### src/rtl/bcd_digit_pkg.sv
package bcd_digit_pkg;
  localparam int DIGIT_W   = 4;
  localparam int MAX_DIGIT = 9;
  localparam int RADIX     = MAX_DIGIT + 1;
  typedef logic [DIGIT_W-1:0] digit_t;
endpackage

### src/rtl/bcd_raw_adder.sv
module bcd_raw_adder #(
  parameter int W = 4
) (
  input  logic [W-1:0] op_a,
  input  logic [W-1:0] op_b,
  input  logic         ci,
  output logic [W-1:0] raw,
  output logic         co
);
  logic [W:0] chain;

  assign chain[0] = ci;

  genvar i;
  generate
    for (i = 0; i < W; i++) begin : g_fa
      assign raw[i]     = op_a[i] ^ op_b[i] ^ chain[i];
      assign chain[i+1] = (op_a[i] & op_b[i]) | (chain[i] & (op_a[i] ^ op_b[i]));
    end
  endgenerate

  assign co = chain[W];

  // R1 support: the ripple chain must equal the arithmetic total
  always_comb begin
    assert_raw_total_R1: assert ({co, raw} == ({1'b0, op_a} + {1'b0, op_b} + {{W{1'b0}}, ci}));
  end
endmodule

### src/rtl/bcd_excess_detect.sv
module bcd_excess_detect
  import bcd_digit_pkg::*;
(
  input  digit_t raw,
  input  logic   co,
  output logic   adj
);
  // Over nine: binary carry, or 12..15, or 10..11
  assign adj = co | (raw[3] & raw[2]) | (raw[3] & raw[1]);

  always_comb begin
    assert_adj_flag_R3: assert (adj == ({co, raw} > 5'(MAX_DIGIT)));
  end
endmodule

### src/rtl/bcd_fold_correct.sv
module bcd_fold_correct
  import bcd_digit_pkg::*;
(
  input  digit_t raw,
  input  logic   adj,
  output digit_t fixed
);
  // +6 folded into per-bit gates
  assign fixed[0] = raw[0];
  assign fixed[1] = raw[1] ^ adj;
  assign fixed[2] = raw[2] ^ (adj & ~raw[1]);
  assign fixed[3] = raw[3] ^ (adj & (raw[1] | raw[2]));

  always_comb begin
    assert_pass_through_R1: assert (adj || (fixed == raw));
    assert_plus_six_R2: assert (!adj || (fixed == digit_t'(raw + 4'd6)));
  end
endmodule

### src/rtl/bcd_digit_adder.sv
module bcd_digit_adder
  import bcd_digit_pkg::*;
(
  input  logic [3:0] a_dig,
  input  logic [3:0] b_dig,
  input  logic       c_in,
  output logic [3:0] sum_dig,
  output logic       c_out
);
  digit_t raw_s;
  logic   raw_co;
  logic   adj_s;
  digit_t fixed_s;

  bcd_raw_adder #(.W(DIGIT_W)) u_add (
    .op_a (a_dig),
    .op_b (b_dig),
    .ci   (c_in),
    .raw  (raw_s),
    .co   (raw_co)
  );

  bcd_excess_detect u_det (
    .raw (raw_s),
    .co  (raw_co),
    .adj (adj_s)
  );

  bcd_fold_correct u_fix (
    .raw   (raw_s),
    .adj   (adj_s),
    .fixed (fixed_s)
  );

  assign sum_dig = fixed_s;
  assign c_out   = adj_s;

  logic ops_ok;
  assign ops_ok = (a_dig <= 4'(MAX_DIGIT)) && (b_dig <= 4'(MAX_DIGIT));

  always_comb begin
    assert_digit_valid_R5: assert (!ops_ok || (sum_dig <= 4'(MAX_DIGIT)));
    assert_decimal_value_R2: assert (!ops_ok ||
      ((c_out ? 5'(RADIX) : 5'd0) + {1'b0, sum_dig} ==
       {1'b0, a_dig} + {1'b0, b_dig} + {4'd0, c_in}));
    assert_lsb_kept_R4: assert (sum_dig[0] == (a_dig[0] ^ b_dig[0] ^ c_in));
  end
endmodule

### config.mk
export PLATFORM = sky130hd
export DESIGN_NAME = bcd_digit_adder
export DESIGN_NICKNAME = d
export VERILOG_FILES = /design/src/rtl/bcd_digit_pkg.sv /design/src/rtl/bcd_raw_adder.sv /design/src/rtl/bcd_excess_detect.sv /design/src/rtl/bcd_fold_correct.sv /design/src/rtl/bcd_digit_adder.sv
export SDC_FILE = /design/constraint.sdc
export NUM_CORES = 1
export LEC_CHECK = 0
export ABC_CLOCK_PERIOD_IN_PS = 2800
export BUFFER_PORTS_ARGS = -buffer_cell sky130_fd_sc_hd__buf_2
export CAP_MARGIN = 20
export CORE_AREA = 2 2 39 41
export DETAILED_ROUTE_END_ITERATION = 8
export DIE_AREA = 0 0 41 43
export SYNTH_ARGS = -nofsm -noshare
export SYNTH_HDL_FRONTEND = slang
export SYNTH_SLANG_ARGS = --single-unit
### constraint.sdc
create_clock -name vclk -period 2.8
set_input_delay 0.28 -clock vclk [all_inputs]
set_output_delay 0.28 -clock vclk [all_outputs]
set_load 0.02 [all_outputs]
# Yosys cells after proc, flatten, opt, wreduce, memory -nomap -nowiden
# Index checks and enable logic that the tools add are counted.
# Widths: inputs -> output; s select.
[classes] bitwise_logic=31
[ops] operator="$and 1x1->1" n=12
[ops] operator="$xor 1x1->1" n=11
[ops] operator="$or 1x1->1" n=7
[ops] operator="$not 1->1" n=1
[word_totals] ff_bits=0 out_inout_bits=5 elab_cells=31

# Logic depth before layout (Yosys ltp)
# Gate-level depths: netlist of the first run.
[logic_depth] word_depth=13 depth_mapped=9 ltp_nobuf=9

# Cells and area by module
# From an unflattened synthesis of the first run, not the netlist that was laid out.
[hier_totals] hier_cells=23 hier_area_um2=182.7
[by_module_without_submodules] module="bcd_raw_adder" instances=1 cells_each=14 area_each_um2=117.6
[by_module_without_submodules] module="bcd_fold_correct" instances=1 cells_each=7 area_each_um2=53.8
[by_module_without_submodules] module="bcd_excess_detect" instances=1 cells_each=2 area_each_um2=11.3

# Worst setup path after synthesis of the first run
# No wires, ideal clock.
[synth_timing] path_type="input-to-output" startpoint="input port a_dig[0]" endpoint="output port sum_dig[2]" arrival_time_ns=2.598 required_ns=2.520 path_slack_ns=-0.078 cell_stages=9 path_buffers=0 path_cell_list="fa_1 -> inv_1 -> fa_1 -> inv_1 -> fa_1 -> fa_1 -> a21o_2 -> ha_1 -> xor2_1"
[synth_via] elab_chain_cells=13 elab_cells_between_ends=20
[synth_rtl] element="start, declared" line="bcd_digit_adder.sv:4" rtl="input logic [3:0] a_dig,"
[synth_rtl] element="$xor 1x1->1" line="bcd_raw_adder.sv:18" rtl="assign chain[i+1] = (op_a[i] & op_b[i]) | (chain[i] & (op_a[i] ^ op_b[i]));"
[synth_rtl] element="$and 1x1->1" line="bcd_raw_adder.sv:18"
[synth_rtl] element="$or 1x1->1 (*)" line="bcd_raw_adder.sv:18"
[synth_rtl] element="$and 1x1->1" line="bcd_raw_adder.sv:18"
[synth_rtl] element="$or 1x1->1" line="bcd_raw_adder.sv:18"
[synth_rtl] element="$and 1x1->1" line="bcd_raw_adder.sv:18"
[synth_rtl] element="$or 1x1->1" line="bcd_raw_adder.sv:18"
[synth_rtl] element="$and 1x1->1 or $xor 1x1->1 (tied branches)" line="bcd_raw_adder.sv:18, bcd_raw_adder.sv:17"
[synth_rtl] element="$or 1x1->1 or $and 1x1->1 (tied branches)" line="bcd_raw_adder.sv:18, bcd_excess_detect.sv:9"
[synth_rtl] element="$or 1x1->1" line="bcd_excess_detect.sv:9" rtl="assign adj = co | (raw[3] & raw[2]) | (raw[3] & raw[1]);"
[synth_rtl] element="$or 1x1->1 (*)" line="bcd_excess_detect.sv:9"
[synth_rtl] element="named net c_out" line="bcd_digit_adder.sv:8" rtl="output logic c_out"
[synth_rtl] element="$and 1x1->1 (*)" line="bcd_fold_correct.sv:11" rtl="assign fixed[2] = raw[2] ^ (adj & ~raw[1]);"
[synth_rtl] element="$xor 1x1->1 (*)" line="bcd_fold_correct.sv:11"
[synth_rtl] element="end, declared" line="bcd_digit_adder.sv:7" rtl="output logic [3:0] sum_dig,"
# Mark *: on every way through the listed nets, which the timed path passes. The rest lies on a longest branch.

# Worst setup path in the final report of the first run
[layout_timing] startpoint="input port c_in" endpoint="output port sum_dig[2]"
[layout_via] elab_chain_cells=12 elab_cells_between_ends=18
[layout_rtl] element="start, declared" line="bcd_digit_adder.sv:6" rtl="input logic c_in,"
[layout_rtl] element="$and 1x1->1 (*)" line="bcd_raw_adder.sv:18"
[layout_rtl] element="$or 1x1->1 (*)" line="bcd_raw_adder.sv:18"
[layout_rtl] element="$and 1x1->1" line="bcd_raw_adder.sv:18"
[layout_rtl] element="$or 1x1->1" line="bcd_raw_adder.sv:18"
[layout_rtl] element="$and 1x1->1" line="bcd_raw_adder.sv:18"
[layout_rtl] element="$or 1x1->1" line="bcd_raw_adder.sv:18"
[layout_rtl] element="$and 1x1->1 or $xor 1x1->1 (tied branches)" line="bcd_raw_adder.sv:18, bcd_raw_adder.sv:17"
[layout_rtl] element="$or 1x1->1 or $and 1x1->1 (tied branches)" line="bcd_raw_adder.sv:18, bcd_excess_detect.sv:9"
[layout_rtl] element="$or 1x1->1 (2 in a row)" line="bcd_excess_detect.sv:9"
[layout_rtl] element="$and 1x1->1" line="bcd_fold_correct.sv:11"
[layout_rtl] element="$xor 1x1->1 (*)" line="bcd_fold_correct.sv:11"
# Every way passes the cells marked *; elsewhere a longest branch is shown, timed or not.

==> qor.yml, run 1 <==
status:
  status: "completed"
critical_path:
  worstPathMaxFanout: 3
  crit_path_end_kind: "output pin"
  cp_num_buf_inv: 4
  cp-start-kind: "input port"
  crit_top_cell: "fa_2"
  crit_family: "adder cells"
  critical_path.cell_chain: "buf_6, fa_2, inv_2, fa_2, inv_2, fa_2, fa_1, a21o_2, ha_4, xor2_2, buf_6"
  critPathKind: "input port to output pin"
  slowest_delay_ps: 470
  cp.required_ps: 2520
  cp.arrival_ps: 2480
  cp_slowest_cell: "fa_1"
synthesis:
  synth-simple-area-share_pct: 12.9
  synth.area.mux_share_pct: 9.09
  synth_top_family_by_area: "adder cells"
  synth-compound-area-share_pct: 5.30
  synthXorXnorAreaFrac_pct: 5.30
  ys_types: 8
  avgSynthCellArea_sq_um: 11.0
  syn_nets: 29
  synth_fa_ha_area_share_pct: 56.1
  ys_seq_area_share_pct: 0
  syn_area_sq_um: 165
  syn_inst: 15
  yosys_warnings: 0
route:
  ant_nets: 0
  wl_per_cell_microns: 6.65
  drt_wl_total_microns: 306
  drt_iter0_drc: 0
  viasPerCell: 3.07
  vias: 141
  drc: 0
  first_pass_iters: 1
power:
  p_int_uw: 76.2
  power.density_mw_per_mm2: 449
  power_leakage_nw: 0.158
  design_power_total_uw: 142
  power.share.sequential_pct: 0
  pwr-share-clk_pct: 0
  switchingPower_uw: 65.4
  combPwrFrac_pct: 100.0
  swShare_pct: 46.2
  irDropWorstVdd_uv: 122
global_route:
  grt_pass1_wl_microns: 614
  grt_antenna_before_repair: 0
  grt_pass1_vias: 165
  grt_overflow: 0
  grt.total_usage_pct: 4.62
  grt_max_degree: 4
sta:
  min_period_ps: 2760
  setup_violations: 0
  finalHoldViolations: 0
  tns_ps: 0
  max_freq_mhz: 362
  finalMaxSlewViolations: 0
  period_share_pct: 98.7
  worst_pin_slew_ps: 131
  rsz0062_at_grt: "yes"
  slew_headroom_pct: 91.3
placed_design:
  gp_congestion: 0.574
  dp.cells: 46
  dp_hpwl_microns: 303
  port_buffers: 14
  postPlaceCellArea_sq_um: 270
finish:
  seq_area_sq_um: 0
  instances_no_fill: 46
  n_antenna_cell: 0
  stdcell_area_sq_um: 315
  fin_nets: 46
  drive_gt1_share_pct: 86.7
  seq_cell_count: 0
  clock_buffer_count: 0
  area_delta_synth_final_pct: 90.9
  fin_util_pct: 22.8
die:
  die_area_sq_mm: 0.00176
  coreArea_sq_mm: 0.00138
  row_count: 14
  initial_utilization_pct: 11.9
  die_w_microns: 41
  ioPinCount: 14
  die-height_microns: 43
min_path:
  hold_depth: 3
  holdPathEnd: "sum_dig[0]"
  hold_path_class: "input port to output pin"
  worstHoldStart: "c_in"
cts:
  post_cts_buffers: 0
run:
  maxCapViolations: 0
[logic make-up after synthesis]
kind of cell | count (synthesis)
muxes | 1
and+or+nand+nor | 2
xor gates and xnor gates | 1
AOI/OAI and AO/OA | 1
adders and majority gates | 5
buffers and inverters | 5
[layer usage]
metal  track usage (%)  vias up  wire length (microns)
li1                  -       73                      -
met1              5.16       61                    113
met2              9.38        7                    166
met3                 0        0                     26
met4                 0        0                      0
met5                 0        -                      0
[cell usage in the layout, fill, tap and decap left out, drive strengths merged]
cell type / n
and2b: 1
a21o: 1
inv: 5
nand2b: 1
buf: 15
xor2: 1
mux2: 1
ha: 1
fa: 4
[final cells by class]
class,instances,area (sq um)
repair buffers,15,103
multi-input cells,10,174
inverters,5,18.8
well taps,16,20.0
fillers,158,1070
[power groups by stage]
| stage | clock network, mW | logic [mW] | registers [mW] |
|---|---|---|---|
| floorplan | 0 | 0.0767 | 0 |
| global placement | 0 | 0.107 | 0 |
| detailed placement | 0 | 0.109 | 0 |
| CTS | 0 | 0.139 | 0 |
| global route | 0 | 0.158 | 0 |
| finish | 0 | 0.142 | 0 |
[worst max-delay path by stage]
stage | startpoint | endpoint | slack (ps) | cells after the start
after detailed placement | a_dig[0] | sum_dig[2] | -160 | 11
after floorplan | a_dig[0] | sum_dig[2] | 20 | 9
after CTS | c_in | sum_dig[2] | -80 | 11
final | c_in | sum_dig[2] | 40 | 11
after global placement | a_dig[0] | sum_dig[2] | -120 | 11
after global routing | c_in | sum_dig[2] | -60 | 11
[through the flow]
step                worst slack, ps  hold slack (ps)
detailed placement             -160              947
floorplan                      22.9              813
CTS                           -81.3              972
finish                         36.9              967
global placement               -122              945
global route                  -57.0              987
[synth_stat cells]
master | instances | area, sq um
fa_1 | 4 | 80.1
xor2_1 | 1 | 8.76
ha_1 | 1 | 12.5
inv_1 | 5 | 18.8
and2b_1 | 1 | 7.51
mux2_4 | 1 | 15.0
nand2b_4 | 1 | 13.8
a21o_2 | 1 | 8.76
[repair_timing]
action,4_1_cts,5_1_grt
endpoints found under the setup margin,3,3
hold buffers,0,0
resized for setup,14,1
pin swaps,6,4
Note: power is estimated with default switching activity, not from simulation.
==> inputs of run 2 (changes only) <==
ABC_CLOCK_PERIOD_IN_PS = 2200   (was 2800)
clock period = 2.2 ns   (was 2.8 ns; I/O delays follow)
==> run 2 against run 1 <==
  * The flow now finishes with violations (negative setup slack)
  * Flip-flop and latch count is the same
  * Combinational power grew 47%
  * Cell area grew 8.7%
  * Sequential share of layout area is the same
  * Global-route usage grew 0.40 points
  * Via count grew 15%
  * Die area is the same
  * Wire length grew 21%
  * Core utilization grew 2.0 points
  * Final cell count grew 2.2%
  * Power grew 48%
  * First-iteration DRC count is the same
  * Largest power group unchanged
==> qor.yml, run 2 (synthesized netlist as in run 1, its figures left out) <==
cts:
  post_cts_buffers: 0
  hold_buffers: 0
critical_path:
  crit_end: "sum_dig[2]"
  cp.arrival_ps: 2460
  crit_path_end_kind: "output pin"
  cp-start-kind: "input port"
  critical_path.cell_chain: "buf_6, fa_2, inv_2, fa_2, inv_2, fa_2, fa_1, a21o_4, ha_4, xor2_4, buf_6"
  crit_family: "adder cells"
  critical_path_depth: 11
  cp_num_buf_inv: 4
  slowest_delay_ps: 490
  cp.required_ps: 1980
  critPathKind: "input port to output pin"
  crit_start: "c_in"
  worstPathMaxFanout: 3
  cp_slowest_cell: "fa_1"
  crit_top_cell: "fa_2"
finish:
  final_common_cell: "buf_2"
  seq_cell_count: 0
  drive_gt1_share_pct: 87.1
  area_delta_synth_final_pct: 108
  final_cell_mix: "10 x buf_2, 4 x buf_6, 3 x fa_2"
  clock_buffer_count: 0
  fin_nets: 47
  seq_area_sq_um: 0
  n_antenna_cell: 0
sta:
  period_share_pct: 122
  max_freq_mhz: 373
  whs_ps: 846
  setup_ws_ps: -484
  min_period_ps: 2680
  worst_pin_slew_ps: 133
  finalHoldViolations: 0
  setup_violations: 4
  finalMaxSlewViolations: 0
  slew_headroom_pct: 91.1
  rsz0062_at_grt: "yes"
route:
  drt_iter0_drc: 0
  drt_wl_total_microns: 370
  ant_nets: 0
  wl_per_cell_microns: 7.87
  vias: 162
  viasPerCell: 3.45
  first_pass_iters: 1
  drc: 0
die:
  row_count: 14
  initial_utilization_pct: 11.9
  die_w_microns: 41
  coreArea_sq_mm: 0.00138
  die-height_microns: 43
  die_area_sq_mm: 0.00176
  ioPinCount: 14
min_path:
  worstHoldStart: "c_in"
  hold_path_class: "input port to output pin"
power:
  swShare_pct: 45.4
  combPwrFrac_pct: 100.0
  pwr-share-clk_pct: 0
  power.density_mw_per_mm2: 610
  switchingPower_uw: 94.9
  design_power_total_uw: 209
  power_leakage_nw: 0.166
  p_int_uw: 114
  irDropWorstVdd_uv: 204
  power.share.sequential_pct: 0
placed_design:
  port_buffers: 14
  dp_worst_setup_slack_ps: -583
  gp_congestion: 0.588
global_route:
  grt_antenna_before_repair: 0
  grt_pass1_wl_microns: 648
  grt_overflow: 0
  grt_max_degree: 4
  grt.total_usage_pct: 5.03
  grt_pass1_vias: 182
status:
  violations: "negative setup slack"
  status: "finished, violations left"
run:
  maxCapViolations: 0
[run 2: area by class of cell]
type / instances / area, sq um
Fill cell: 150 / 1040
Inverter: 5 / 21.3
Multi-Input combinational cell: 10 / 191
Tap cell: 16 / 20.0
Timing Repair Buffer: 16 / 110
[run 2: metal layers]
layer	part of all wire [%]	vias up	wire length, microns	track usage (%)
met5	0	-	0	0
met4	0	0	0	0
met3	18	0	67	1.05
met2	51	14	189	9.38
met1	31	72	113	5.81
li1	-	76	-	-
[run 2: how the worst min path moves through the flow]
| stage | endpoint | cells past startpoint |
|---|---|---|
| floorplan | sum_dig[0] | 1 |
| global placement | sum_dig[0] | 3 |
| detailed placement | sum_dig[0] | 3 |
| CTS | sum_dig[0] | 3 |
| global route | sum_dig[0] | 3 |
| finish | sum_dig[0] | 3 |
[run 2: tightest hold or removal path: stages]
cell and delay (ps):
buf_6 70, fa_2 180, buf_2 150
[run 2: metrics by stage]
stage               std cells  util, %  cell area (sq um)  setup TNS, ps
finish                     47     24.8                343          -1570
global route               47     24.8                343          -1870
CTS                        47     24.8                343          -1600
detailed placement         47     23.0                318          -1920
global placement           47     23.0                318          -1850
floorplan                  15        -                213           -835
[run 2: power groups by stage]
stage                     registers, mW  logic, mW  clock network [mW]
after floorplan                       0      0.137                   0
after global placement                0      0.182                   0
after detailed placement              0      0.185                   0
after CTS                             0      0.213                   0
after global routing                  0      0.229                   0
final                                 0      0.209                   0
[run 2: what timing repair did]
item | 4_1_cts | 5_1_grt
pin swaps | 4 | 0
gates cloned | 0 | 0
gates resized for setup | 7 | 0
setup endpoints to repair | 4 | 4
==> inputs of run 3 (changes only) <==
SYNTH_HIERARCHICAL = 1   (was default)
TNS_END_PERCENT = 20   (was default)
==> run 3 against run 2 <==
  * The flow still finishes with violations (negative setup slack)
  * Core utilization is 1.9 points higher
  * Flip-flop and latch count is the same
  * Synthesized cell count grew 53%
  * Non-clock buffer count grew 3
  * Combinational power rose by 6%
  * Via count rose by 14%
  * Count of clock-buffer cells in the layout unchanged
  * Area after synthesis rose by 11%
  * Hold slack barely moved
  * Cell area increased by 7.7%
  * Highest routed layer unchanged
==> qor.yml, run 3 <==
critical_path:
  worstPathMaxFanout: 2
  cp-start-kind: "input port"
  cp.required_ps: 1980
  crit_path_end_kind: "output pin"
  cp.arrival_ps: 2460
  critPathKind: "input port to output pin"
finish:
  final_common_cell: "buf_2"
  final_cell_mix: "9 x buf_2, 8 x inv_1, 6 x buf_4, 4 x buf_6, 4 x inv_2"
  seq_cell_count: 0
  drive_gt1_share_pct: 70.7
  n_antenna_cell: 0
  instances_no_fill: 57
  fill_cells: 161
  area_delta_synth_final_pct: 102
  clock_buffer_count: 0
  fin_nets: 57
  seq_area_sq_um: 0
synthesis:
  synth.most_common_cell: "inv_1"
  synth_top_area_share_pct: 43.8
  yosys_warnings: 6
  syn_inst: 23
  ys_seq_area_share_pct: 0
  syn_nets: 37
  synth_area_leaders: "fa_1 44%, inv_1 25%, ha_1 6.8%"
  avgSynthCellArea_sq_um: 7.94
  syn_area_sq_um: 183
  synthTopCellsByCount: "12 x inv_1, 4 x fa_1"
  synth_top_area_cell: "fa_1"
  ys_types: 9
route:
  drt_iter0_drc: 0
  wl_per_cell_microns: 5.61
  viasPerCell: 3.23
  first_pass_iters: 1
  drc: 0
  ant_nets: 0
  drt_wl_total_microns: 320
  vias: 184
global_route:
  grt_antenna_before_repair: 0
  grt_pass1_vias: 161
  grt.total_usage_pct: 4.72
  grt_overflow: 0
  grt_pass1_wl_microns: 634
  grt_max_degree: 3
die:
  coreArea_sq_mm: 0.00138
  die_w_microns: 41
  die-height_microns: 43
  die_area_sq_mm: 0.00176
  row_count: 14
  ioPinCount: 14
  initial_utilization_pct: 13.2
power:
  combPwrFrac_pct: 100.0
  design_power_total_uw: 221
  swShare_pct: 47.0
  power_leakage_nw: 0.198
  power.density_mw_per_mm2: 598
  p_int_uw: 117
  irDropWorstVdd_uv: 152
  switchingPower_uw: 104
  pwr-share-clk_pct: 0
  power.share.sequential_pct: 0
min_path:
  hold_path_class: "input port to output pin"
placed_design:
  gp_congestion: 0.574
  dp_worst_setup_slack_ps: -604
  dp_hpwl_microns: 331
  dp.cells: 56
  port_buffers: 14
sta:
  finalHoldViolations: 0
  setup_violations: 4
  min_period_ps: 2680
  finalMaxSlewViolations: 0
  setup_ws_ps: -477
  period_share_pct: 122
  tns_ps: -1640
  whs_ps: 847
  worst_pin_slew_ps: 138
  max_freq_mhz: 374
  rsz0062_at_grt: "yes"
  slew_headroom_pct: 90.8
status:
  status: "finished, violations left"
  violations: "negative setup slack"
run:
  maxCapViolations: 0
## run 3: cell families after synthesis
| group | Yosys count | share of synthesized area, % |
|---|---|---|
| XOR/XNOR | 2 | 9.59 |
| AO/OA/AOI/OAI | 2 | 7.53 |
| adder cells (fa/ha/maj) | 5 | 50.7 |
| buffers and inverters | 13 | 28.8 |
| AND/OR/NAND/NOR | 1 | 3.43 |
## run 3: area by class of cell
type	count	area, sq um	area share, %
well taps	16	20.0	5.42
multi-input cells	10	169	45.8
inverters	12	45.0	12.2
repair buffers	19	135	36.6
## run 3: routing by layer
layer | vias up | part of all wire [%] | global-route usage [%]
met5 | - | 0 | 0
met4 | 0 | 0 | 0
li1 | 94 | - | -
met1 | 81 | 38 | 5.81
met2 | 9 | 50 | 9.06
met3 | 0 | 12 | 0
## run 3: critical path: stages
cell and delay (ps):
buf_6 90, fa_2 370, inv_2 60, fa_2 180, inv_2 40, fa_2 320, inv_2 60, fa_1 390
inv_1 80, o21ai_1 60, nand2b_1 130, buf_4 140, o21ai_2 50, xnor2_1 120, buf_4 160
## run 3: through the flow
stage          util [%]  instance area, sq um
6_report           26.7                   369
5_1_grt            26.7                   369
4_1_cts            26.7                   369
3_5_place_dp       23.4                   324
3_3_place_gp       23.4                   324
2_1_floorplan         -                   211
## run 3: power by group through the flow
stage / registers, mW / clock network [mW] / logic (mW)
global placement: 0 / 0 / 0.175
floorplan: 0 / 0 / 0.119
global route: 0 / 0 / 0.244
finish: 0 / 0 / 0.221
detailed placement: 0 / 0 / 0.178
CTS: 0 / 0 / 0.225
## run 3: repair_timing
action / CTS / global route
gates resized for setup: 10 / 0
pin swaps: 7 / 1
buffers inserted: 1 / 0
hold buffers: 0 / 0
setup endpoints to repair: 4 / 4
## run 3: worst paths after layout
path	from	end	slack, ps	cells after the start
max	c_in	sum_dig[3]	-480	15
min	c_in	sum_dig[0]	850	3
